**config.mk**
```make
export PLATFORM = sky130hd
export DESIGN_NAME = ptimer_top
export DESIGN_NICKNAME = d
export VERILOG_FILES = /design/src/rtl/ptimer_pkg.sv /design/src/rtl/ptimer_prescale.sv /design/src/rtl/ptimer_counter.sv /design/src/rtl/ptimer_events.sv /design/src/rtl/ptimer_regs.sv /design/src/rtl/ptimer_top.sv
export SDC_FILE = /design/constraint.sdc
export NUM_CORES = 1
export LEC_CHECK = 0
export BUFFER_PORTS_ARGS = -buffer_cell sky130_fd_sc_hd__buf_4
export CORE_ASPECT_RATIO = 0.6
export CORE_MARGIN = 8
export CORE_UTILIZATION = 49
export CTS_BUF_LIST = sky130_fd_sc_hd__clkbuf_16
export CTS_CLUSTER_SIZE = 25
export DETAILED_ROUTE_END_ITERATION = 8
export GPL_TIMING_DRIVEN = 1
export PLACE_DENSITY_LB_ADDON = 0.3
export SLEW_MARGIN = 0
export SYNTH_ARGS = -nofsm -noshare
export SYNTH_HDL_FRONTEND = slang
export SYNTH_SLANG_ARGS = --single-unit
export TNS_END_PERCENT = 30
```
**constraint.sdc**
```tcl
create_clock -name clk -period 2.3 [get_ports clk]
set_input_delay 0.46 -clock clk [delete_from_list [all_inputs] [get_ports clk]]
set_output_delay 0.46 -clock clk [all_outputs]
set_load 0.01 [all_outputs]
```
**src/rtl/ptimer_pkg.sv**
```systemverilog
`timescale 1ns/1ps
// Package: shared widths, register indices and control-bit positions for
// the periodic interval timer. Assumes a 16-byte window of 32-bit words.
package ptimer_pkg;
    localparam int PER_W   = 20;   // current value / period width
    localparam int OVF_W   = 12;   // overflow tally width
    localparam int PRE_W   = 4;    // prescaler width (divide by 2**PRE_W)
    localparam int DATA_W  = 32;   // bus data width
    localparam int EN_BIT  = 24;   // run enable position in control word
    localparam int IEN_BIT = 25;   // interrupt enable position

    // word index = byte offset [3:2]
    typedef enum logic [1:0] {
        REG_CTRL = 2'd0,
        REG_STAT = 2'd1,
        REG_ACK  = 2'd2,
        REG_PEEK = 2'd3
    } reg_idx_e;
endpackage

```
**src/rtl/ptimer_prescale.sv**
```systemverilog
`timescale 1ns/1ps
// Prescaler: free counter that emits a one-cycle step pulse once every
// 2**PRE_W cycles while active_i is high; held at zero while inactive.
// Assumes PRE_W >= 1 so consecutive pulses are never adjacent.
module ptimer_prescale #(
    parameter int PRE_W = 4
) (
    input  logic clk,
    input  logic rst_n,
    input  logic active_i,
    output logic tick_o
);
    logic [PRE_W-1:0] cnt_q;

    // pulse on the last phase of the division
    assign tick_o = active_i && (cnt_q == {PRE_W{1'b1}});

    // advance phase while active, park at zero otherwise
    always_ff @(posedge clk) begin
        if (!rst_n)         cnt_q <= '0;
        else if (!active_i) cnt_q <= '0;
        else                cnt_q <= cnt_q + 1'b1;
    end

    // step pulses are spaced apart
    p_tick_gap_r2: assert property (@(posedge clk) disable iff (!rst_n)
        tick_o |=> !tick_o);
endmodule

```
**src/rtl/ptimer_counter.sv**
```systemverilog
`timescale 1ns/1ps
// Current-value counter: on each step pulse it increments, or returns to
// zero when at or above the period, flagging a wrap in that cycle.
// Assumes tick_i is a single-cycle pulse.
module ptimer_counter #(
    parameter int PER_W = 20
) (
    input  logic             clk,
    input  logic             rst_n,
    input  logic             tick_i,
    input  logic [PER_W-1:0] period_i,
    output logic [PER_W-1:0] cur_o,
    output logic             wrap_o
);
    logic [PER_W-1:0] cur_q;

    assign cur_o  = cur_q;
    // a wrap is a step taken from the period (or beyond, after a shrink)
    assign wrap_o = tick_i && (cur_q >= period_i);

    // step or wrap the current value
    always_ff @(posedge clk) begin
        if (!rst_n)      cur_q <= '0;
        else if (wrap_o) cur_q <= '0;
        else if (tick_i) cur_q <= cur_q + 1'b1;
    end

    // value is frozen between steps
    p_hold_r2: assert property (@(posedge clk) disable iff (!rst_n)
        !tick_i |=> $stable(cur_q));
    // a non-wrapping step adds exactly one
    p_step_r2: assert property (@(posedge clk) disable iff (!rst_n)
        (tick_i && cur_q < period_i) |=> (cur_q == $past(cur_q) + 1'b1));
    // a wrapping step lands on zero
    p_wrap_zero_r3: assert property (@(posedge clk) disable iff (!rst_n)
        (tick_i && cur_q >= period_i) |=> (cur_q == '0));
endmodule

```
**src/rtl/ptimer_events.sv**
```systemverilog
`timescale 1ns/1ps
// Event keeper: saturating overflow tally and sticky pending flag.
// An acknowledge clears both, but a wrap in the same cycle survives.
module ptimer_events #(
    parameter int OVF_W = 12
) (
    input  logic             clk,
    input  logic             rst_n,
    input  logic             wrap_i,
    input  logic             ack_i,
    output logic [OVF_W-1:0] ovf_o,
    output logic             pend_o
);
    localparam logic [OVF_W-1:0] OVF_MAX = {OVF_W{1'b1}};
    localparam logic [OVF_W-1:0] OVF_ONE = {{(OVF_W-1){1'b0}}, 1'b1};

    logic [OVF_W-1:0] ovf_q;
    logic             pend_q;

    assign ovf_o  = ovf_q;
    assign pend_o = pend_q;

    // tally: restart on acknowledge, count wraps otherwise, saturate
    always_ff @(posedge clk) begin
        if (!rst_n)                          ovf_q <= '0;
        else if (ack_i)                      ovf_q <= wrap_i ? OVF_ONE : '0;
        else if (wrap_i && ovf_q != OVF_MAX) ovf_q <= ovf_q + 1'b1;
    end

    // pending flag: set by wrap, cleared by acknowledge unless wrap coincides
    always_ff @(posedge clk) begin
        if (!rst_n)     pend_q <= 1'b0;
        else if (ack_i) pend_q <= wrap_i;
        else if (wrap_i) pend_q <= 1'b1;
    end

    // saturated tally holds until acknowledged
    p_sat_hold_r4: assert property (@(posedge clk) disable iff (!rst_n)
        (ovf_q == OVF_MAX && !ack_i) |=> (ovf_q == OVF_MAX));
    // plain acknowledge clears both
    p_ack_clear_r5: assert property (@(posedge clk) disable iff (!rst_n)
        (ack_i && !wrap_i) |=> (ovf_q == '0 && !pend_q));
    // coinciding wrap is kept
    p_ack_wrap_r5: assert property (@(posedge clk) disable iff (!rst_n)
        (ack_i && wrap_i) |=> (ovf_q == OVF_ONE && pend_q));
    // pending is sticky without acknowledge
    p_pend_sticky_r7: assert property (@(posedge clk) disable iff (!rst_n)
        (pend_q && !ack_i) |=> pend_q);
endmodule

```
**src/rtl/ptimer_regs.sv**
```systemverilog
`timescale 1ns/1ps
// Register port: control word storage, read multiplexer and the
// acknowledge strobe raised by a read of the acknowledging value word.
// Assumes single-cycle accesses; address bits 1:0 are ignored.
module ptimer_regs
    import ptimer_pkg::*;
#(
    parameter int PER_W   = 20,
    parameter int OVF_W   = 12,
    parameter int DATA_W  = 32,
    parameter int EN_POS  = 24,
    parameter int IEN_POS = 25
) (
    input  logic              clk,
    input  logic              rst_n,
    input  logic              sel_i,
    input  logic              wr_i,
    input  logic [3:0]        addr_i,
    input  logic [DATA_W-1:0] wdata_i,
    input  logic [PER_W-1:0]  cur_i,
    input  logic [OVF_W-1:0]  ovf_i,
    input  logic              pend_i,
    output logic [PER_W-1:0]  period_o,
    output logic              en_o,
    output logic              ien_o,
    output logic              ack_o,
    output logic [DATA_W-1:0] rdata_o
);
    reg_idx_e         idx;
    logic             ctrl_we;
    logic [PER_W-1:0] period_q;
    logic             en_q;
    logic             ien_q;
    logic             unused_bits;

    assign idx      = reg_idx_e'(addr_i[3:2]);
    assign ctrl_we  = sel_i && wr_i && (idx == REG_CTRL);
    assign ack_o    = sel_i && !wr_i && (idx == REG_ACK);
    assign period_o = period_q;
    assign en_o     = en_q;
    assign ien_o    = ien_q;
    assign unused_bits = ^{addr_i[1:0], wdata_i};

    // control word capture
    always_ff @(posedge clk) begin
        if (!rst_n) begin
            period_q <= '0;
            en_q     <= 1'b0;
            ien_q    <= 1'b0;
        end else if (ctrl_we) begin
            period_q <= wdata_i[PER_W-1:0];
            en_q     <= wdata_i[EN_POS];
            ien_q    <= wdata_i[IEN_POS];
        end
    end

    // read multiplexer; both value words show the same snapshot
    always_comb begin
        rdata_o = '0;
        unique case (idx)
            REG_CTRL: begin
                rdata_o[PER_W-1:0] = period_q;
                rdata_o[EN_POS]    = en_q;
                rdata_o[IEN_POS]   = ien_q;
            end
            REG_STAT: rdata_o[0] = pend_i;
            REG_ACK, REG_PEEK: begin
                rdata_o[PER_W-1:0]           = cur_i;
                rdata_o[PER_W+OVF_W-1:PER_W] = ovf_i;
            end
            default: rdata_o = '0;
        endcase
    end

    // control word changes only through its own write
    p_ctrl_hold_r10: assert property (@(posedge clk) disable iff (!rst_n)
        !ctrl_we |=> ($stable(period_q) && $stable(en_q) && $stable(ien_q)));
endmodule

```
**src/rtl/ptimer_top.sv**
```systemverilog
`timescale 1ns/1ps
// Periodic interval timer top: prescaler paces the current-value counter,
// wraps feed the tally and pending flag, and the register port exposes it.
// The counter stays active while enabled or while not yet back at zero.
module ptimer_top
    import ptimer_pkg::*;
(
    input  logic        clk,
    input  logic        rst_n,
    input  logic        bus_sel,
    input  logic        bus_wr,
    input  logic [3:0]  bus_addr,
    input  logic [31:0] bus_wdata,
    output logic [31:0] bus_rdata,
    output logic        irq_o
);
    logic [PER_W-1:0] period;
    logic [PER_W-1:0] cur;
    logic [OVF_W-1:0] ovf;
    logic             en, ien, ack, pend, tick, wrap, active;

    // run on while enabled, or drain to zero after disable
    assign active = en || (cur != '0);
    // level request gated by interrupt enable
    assign irq_o  = pend && ien;

    ptimer_regs #(
        .PER_W(PER_W), .OVF_W(OVF_W), .DATA_W(DATA_W),
        .EN_POS(EN_BIT), .IEN_POS(IEN_BIT)
    ) u_regs (
        .clk(clk), .rst_n(rst_n),
        .sel_i(bus_sel), .wr_i(bus_wr), .addr_i(bus_addr), .wdata_i(bus_wdata),
        .cur_i(cur), .ovf_i(ovf), .pend_i(pend),
        .period_o(period), .en_o(en), .ien_o(ien), .ack_o(ack),
        .rdata_o(bus_rdata)
    );

    ptimer_prescale #(.PRE_W(PRE_W)) u_pre (
        .clk(clk), .rst_n(rst_n), .active_i(active), .tick_o(tick)
    );

    ptimer_counter #(.PER_W(PER_W)) u_cnt (
        .clk(clk), .rst_n(rst_n), .tick_i(tick), .period_i(period),
        .cur_o(cur), .wrap_o(wrap)
    );

    ptimer_events #(.OVF_W(OVF_W)) u_evt (
        .clk(clk), .rst_n(rst_n), .wrap_i(wrap), .ack_i(ack),
        .ovf_o(ovf), .pend_o(pend)
    );

    // a disabled counter at zero stays at zero
    p_stopped_r9: assert property (@(posedge clk) disable iff (!rst_n)
        (!en && cur == '0) |=> (cur == '0));
    // every wrap leaves the flag set
    p_wrap_pend_r7: assert property (@(posedge clk) disable iff (!rst_n)
        wrap |=> pend);
    // reset leaves the request low
    p_reset_quiet_r1: assert property (@(posedge clk)
        !rst_n |=> !irq_o);
endmodule

```
Word level (Yosys, flattened, before mapping)
Index checks and enable logic that the tools add are counted.
W data, S select, Z words.
{ "op_classes": {"add_sub_neg": 3, "magnitude_cmp": 1, "n_eq_ne": 5, "muxes": 10, "n_bitwise": 1, "reduce_logical": 17} }
{ "ops": {"columns": ["cell", "count"], "rows": [
  ["$pmux W19 S2", 1],
  ["$mux W12", 2],
  ["$add A20 B1 Y20 const B", 1],
  ["$ge A20 B20 Y1", 1],
  ["$reduce_bool A20 Y1", 1],
  ["$add A12 B1 Y12 const B", 1],
  ["$ne A12 B12 Y1 const B", 1],
  ["$logic_and A1 B1 Y1", 8],
  ["$mux W6", 1],
  ["$add A4 B1 Y4 const B", 1],
  ["$eq A2 B2 Y1 const B", 2],
  ["$eq A4 B4 Y1 const B", 1],
  ["$mux W4", 1],
  ["$pmux W2 S2", 1],
  ["$reduce_bool A2 Y1", 2],
  ["$reduce_or A2 Y1", 2],
  ["$mux W1", 3],
  ["$pmux W1 S3", 1],
  ["$eq A2 B1 Y1 const B", 1],
  ["$logic_not A2 Y1", 1],
  ["$reduce_and A2 Y1", 1],
  ["$logic_not A1 Y1", 1],
  ["$logic_or A1 B1 Y1", 1],
  ["$not A1 Y1", 1]
]} }
{ "totals": {"register_bits": 59, "input_bits": 40, "output_inout_bits": 33} }

Longest topological paths before layout
{ "logic_depth": {"ltp_word": 7, "depth_mapped": 10, "depth_no_buf": 9} }

Hierarchy
Synthesis repeated with hierarchy kept, for this count alone.
{ "unflattened": {"cells_unflattened": 454, "area_unflattened_um2": 3852.4} }
{ "modules_own_cells": {"columns": ["module", "instances", "cells_each", "area_per_inst_um2"], "rows": [
  ["ptimer_counter", 1, 176, 1591.5],
  ["ptimer_regs", 1, 182, 1345.0],
  ["ptimer_events", 1, 73, 708.2],
  ["ptimer_prescale", 1, 15, 156.4],
  ["ptimer_top", 1, 8, 51.3]
]} }

Worst setup path after synthesis
Ideal clock, no wire load.
{ "synth_path": {"path_kind": "register to register", "from": "register u_regs.period_q[17], in the netlist u_regs.period_o[17]", "to": "register u_evt.ovf_q[7], in the netlist u_evt.ovf_o[7]", "arrival_time_ns": 2.110, "slack_ns": 0.119, "path_stages_with_launch": 9, "synth_period_minus_slack_ns": 2.181, "cell_sequence": "dfxtp_1 > inv_1 > ha_1 > nand4_1 > or3_4 > o221ai_4 > nand2_4 > or4_1 > a21oi_1"} }
{ "synth_between": {"elab_chain_len": 4} }
{ "synth_rtl": {"columns": ["element", "line", "source"], "rows": [
  ["from (decl)", "ptimer_regs.sv:31", "logic [PER_W-1:0] period_q;"],
  ["from (signal assigned)", "ptimer_regs.sv:51", "period_q <= wdata_i[PER_W-1:0];"],
  ["$ge A20 B20 Y1", "ptimer_counter.sv:19", "assign wrap_o = tick_i && (cur_q >= period_i);"],
  ["$logic_and A1 B1 Y1", "ptimer_counter.sv:19", null],
  ["$logic_and A1 B1 Y1", "ptimer_events.sv:27", "else if (wrap_i && ovf_q != OVF_MAX) ovf_q <= ovf_q + 1'b1;"],
  ["$reduce_bool A2 Y1 (no line)", null, null],
  ["to (signal assigned)", "ptimer_events.sv:26", "else if (ack_i) ovf_q <= wrap_i ? OVF_ONE : '0;"],
  ["to (signal assigned)", "ptimer_events.sv:27", null],
  ["to (decl)", "ptimer_events.sv:17", "logic [OVF_W-1:0] ovf_q;"]
]} }
Every way passes these cells.
A chain may end at the register's enable or synchronous reset.

Final worst setup path
Same ends and word-level chain as after synthesis.

==> results summary <==
The number of cells produced by synthesis is about 430. 0 antenna diodes ended up in the layout. The critical path goes through inv_2 > ha_4 > nand4_1 > or3_4 > o221ai_4 > nand2_2 > buf_4 > o31ai_4 > a21oi_2. The initial antenna violation count is 0. A synthesized cell averages roughly 8.0 µm². Counting flops with a built-in enable in the synthesized netlist gives 0.

Data on the critical path is required at its endpoint by 2.51 ns. The synthesis-stage register bit count is 59. The worst setup path is launched from a register. The library cell used most frequently in the layout, excluding fill and tap cells, is nand2_1. Setup violations remaining at the end of the flow were counted as 0. The hold path endpoint is u_regs.period_o[14]. The top-level I/O count came out at 73.

Summed over all layers, the routed wires come to around 9.9 mm. The critical path arrival is around 2.5 ns. The number of warnings reported in the yosys synthesis log came out at 0. The standard cell area after detailed placement is between 4000 and 5000 µm². After layout, the minimum clock period comes to between 2 and 2.5 ns. The parity-gate share of the synthesized area counting xor and xnor cells is 0.05904. The relative contribution of the clock network to total power came out at 0.499. The final antenna-violating net count came out at 0.

The async set or reset register ratio after synthesis is 0. After routing the design area is between 4000 and 5000 µm². After synthesis, the largest family of logic cells by area is simple AND/OR/NAND/NOR gates.

The worst hold slack came out at around 0.38 ns. The remaining max-slew budget at the tightest pin is 0.5467. The setup skew after layout came out at 0.008901 ns. In this run the most critical hold path is launched from bus_wdata[14].

In this run the cell area of the synthesized design comes to between 3000 and 4000 µm². The filler cells instantiated in the layout total 540. The worst setup path is captured at a register. The count of standard-cell rows came out at 23. The combined global-route utilization of all metal layers is 0.2024. Counting both buffers and inverters, the worst setup path holds a total of 2. The total DRC errors in the routed layout is 0. Setup repair after global routing could not meet its margin everywhere. The count of hold buffers inserted by post-cts repair is 0. The die is ~80 µm tall. The net count after synthesis is between 400 and 500.

The deepest level of the CTS H-tree came out at 3. The count of cells along the worst register-to-register path came out at 9. The portion of netlist area occupied by mux cells is 0.008801. The net load switching power is between 500 and 600 µW.

The run finished with clean final reports. Across the run, the number of max-cap violations was 0. The share of total power dissipated in combinational logic is 0.073.

The final routed wire length divided by cell count came out at 16.54 µm. The final count of pins violating max slew is 0. The peak per-stage delay on the critical path came out at around 0.42 ns.

The global-route congestion overflow total came out at 0. The worst hold path belongs to the class input port to register. For the final routed database, the setup TNS stands at 0 ns. The via count normalized by instance count came out at approximately 5.6.

The sink count of the clock tree is between 50 and 60. Leaving out fill and tap cells, the most frequent cells in the layout are nand2_1, buf_4, dfxtp_1. The cell-internal power came out at ~1.8 mW.

The total die area came out at around 10000 µm². Buffers inserted during clock tree synthesis total 9. At the later pin of the worst-skew pair, clock insertion delay measures approximately 0.33 ns. The most critical setup path has its startpoint at u_regs.period_o[17]. The fraction of the mapped netlist area in compound gates is 0.1705. For this design, the slowest cell found on the critical path is or3_4. The net count of the finished layout is roughly 570. The tree is rooted in a clkbuf_16. The worst-margin pin slew is about 0.68 ns. The type of the setup path with the least slack is register to register. The worst-case IR drop observed on VDD is between 0.0003 and 0.0004 V.

The count of unique library cells instantiated by Yosys came out at between 40 and 50. The adder-cell share of the synthesized area came out at 0.08801. The maximum operating frequency is 439.1 MHz.

The depth of the worst hold-timing path came out at 3. The horizontal die dimension is between 100 and 150 µm. The most used flip-flop cell after synthesis is dfxtp_1.

Detailed routing inserted a total of around 3300 vias. The minimum setup slack among reg-to-reg paths came out at 0.02 ns. Entering global routing, the biggest net connects 58 pins. The startpoint identified for the worst register-to-register timing path is u_regs.period_o[17].

The core region is 6705 µm². The final cycle utilization of the critical path is 0.9901. The starting utilization of the core area is 0.5089. The areal power density over the cells is ~540 nW/µm². The area growth from synthesis to layout is 31.65%. The TritonCTS clock tree is yes. The wire-length estimate of the detail-placed layout is 7.057 mm.

The proportion of layout cells with a drive suffix above 1 came out at 0.2706. The leakage power figure is ~1.8 nW. The first-pass GRT wire length is 15.86 mm. The first-pass detailed-route iteration total is 4.

The violation count after the first detailed-routing iteration is 306. The register clock-pin slew on the reported worst setup and hold paths came out at about 0.05 ns. The power share of the sequential group is 0.428. The count of final hold-check violations is 0. The highest net fanout along the worst path came out at 5. The post-synthesis sequential area ratio came out at 0.3462. The net switching share of the total power came out at 0.2429. Of the total synthesized cell area, the portion taken by AND, OR, NAND and NOR gates is 0.2798. The worst register-to-register path ends at u_evt.ovf_o[7]. The deepest clock path buffer count is 2.

Grouping stages by cell kind, the critical path spends the most delay in simple AND/OR/NAND/NOR gates. The count of port buffers added during placement is 60. At the end of routability-driven placement, the weighted congestion stood at approximately 0.86. The via count of the first global-routing pass was between 3000 and 4000.
## cells in the mapped netlist (3+ instances only)
| cell | instances | area, µm² |
|---|---|---|
| nand2_1 | 88 | 330.3 |
| nand3_1 | 14 | 70.07 |
| inv_1 | 21 | 78.83 |
| and4_1 | 5 | 43.79 |
| mux2i_1 | 3 | 30.03 |
| a21boi_0 | 23 | 172.7 |
| xor2_1 | 19 | 166.4 |
| clkbuf_1 | 18 | 67.56 |
| dfxtp_1 | 59 | 1181 |
| and3_1 | 8 | 50.05 |
| or4_1 | 5 | 37.54 |
| nor2_1 | 30 | 112.6 |
| o21ai_0 | 11 | 55.05 |
| and2_1 | 13 | 81.33 |
| o31ai_1 | 21 | 157.7 |
| xnor2_1 | 4 | 35.03 |
| ha_1 | 24 | 300.3 |
| buf_1 | 3 | 11.26 |
| nand4_1 | 11 | 68.82 |
| a21oi_1 | 12 | 60.06 |
| nand2b_1 | 3 | 18.77 |
## per-layer routing
metal | global-route usage | routed length [µm] | up-vias
li1 | - | - | 1638
met2 | 0.2897 | 4124 | 140
met1 | 0.2869 | 4910 | 1522
met5 | 0 | 0 | -
met3 | 0.05318 | 677 | 21
met4 | 0.06332 | 161 | 0
## flip-flops by register name, summed over array words and instances (netlist names)
name / flops
u_cnt.cur_o: 20
u_regs.period_o: 20
u_evt.ovf_o: 12
u_pre.cnt_q: 4
u_evt.pend_o: 1
u_regs.en_o: 1
u_regs.ien_o: 1
## power groups by stage
| stage | Combinational (mW) | Clock [mW] | Sequential (mW) |
|---|---|---|---|
| finish | 0.177 | 1.21 | 1.04 |
| global route | 0.192 | 1.27 | 1.04 |
| CTS | 0.173 | 1.22 | 1.04 |
| detailed placement | 0.167 | 0 | 1.06 |
| global placement | 0.164 | 0 | 1.06 |
| floorplan | 0.0938 | 0 | 1.06 |
## area by class of cell
cell class / instances / area, µm² / area share
Inverter: 21 / 78.83 / 0.01755
Timing Repair Buffer: 87 / 665.6 / 0.1482
Tap cell: 87 / 108.9 / 0.02423
Clock inverter: 7 / 45.04 / 0.01003
Clock buffer: 9 / 225.2 / 0.05014
Multi-Input combinational cell: 327 / 2178 / 0.4850
Sequential cell: 59 / 1190 / 0.2649
## tightest hold or removal path: cells and delay by family
kind	cells	cell delay, ns
compound gates	1	0.06
buf+inv	1	0.11
simple gates	1	0.04
## cells by family (layout without fill, tap and decap cells)
family | Yosys count | count (layout)
simple gates | 195 | 196
compound gates | 81 | 81
flops | 59 | 59
buf+inv | 43 | 124
fa+ha+maj | 24 | 24
xor+xnor | 23 | 23
mux | 3 | 3
## timing repair
item                                    4_1_cts  5_1_grt
resized for setup                            10       22
setup buffers                                 0        1
endpoints found under the hold margin         0        0
pin swaps                                     8       11
gates cloned                                  1        0
endpoints found under the setup margin        7       28
## worst max path at each step
stage,endpoint,cells after the start
floorplan,u_evt.ovf_o[7],8
global route,u_evt.ovf_o[10],9
CTS,u_evt.ovf_o[7],8
global placement,u_evt.ovf_o[8],8
finish,u_evt.ovf_o[7],9
detailed placement,u_evt.ovf_o[7],8
## stage by stage
stage	utilization	worst slack, ns	total power [mW]	instances
after floorplan	-	0.1191	1.150	428
after global placement	0.6107	0.007365	1.221	579
after detailed placement	0.6107	-0.02775	1.225	579
after CTS	0.6589	0.003280	2.432	596
after global routing	0.6699	-0.03047	2.498	597
final	0.6699	0.02285	2.425	597
(Power assumes the default switching activity.)
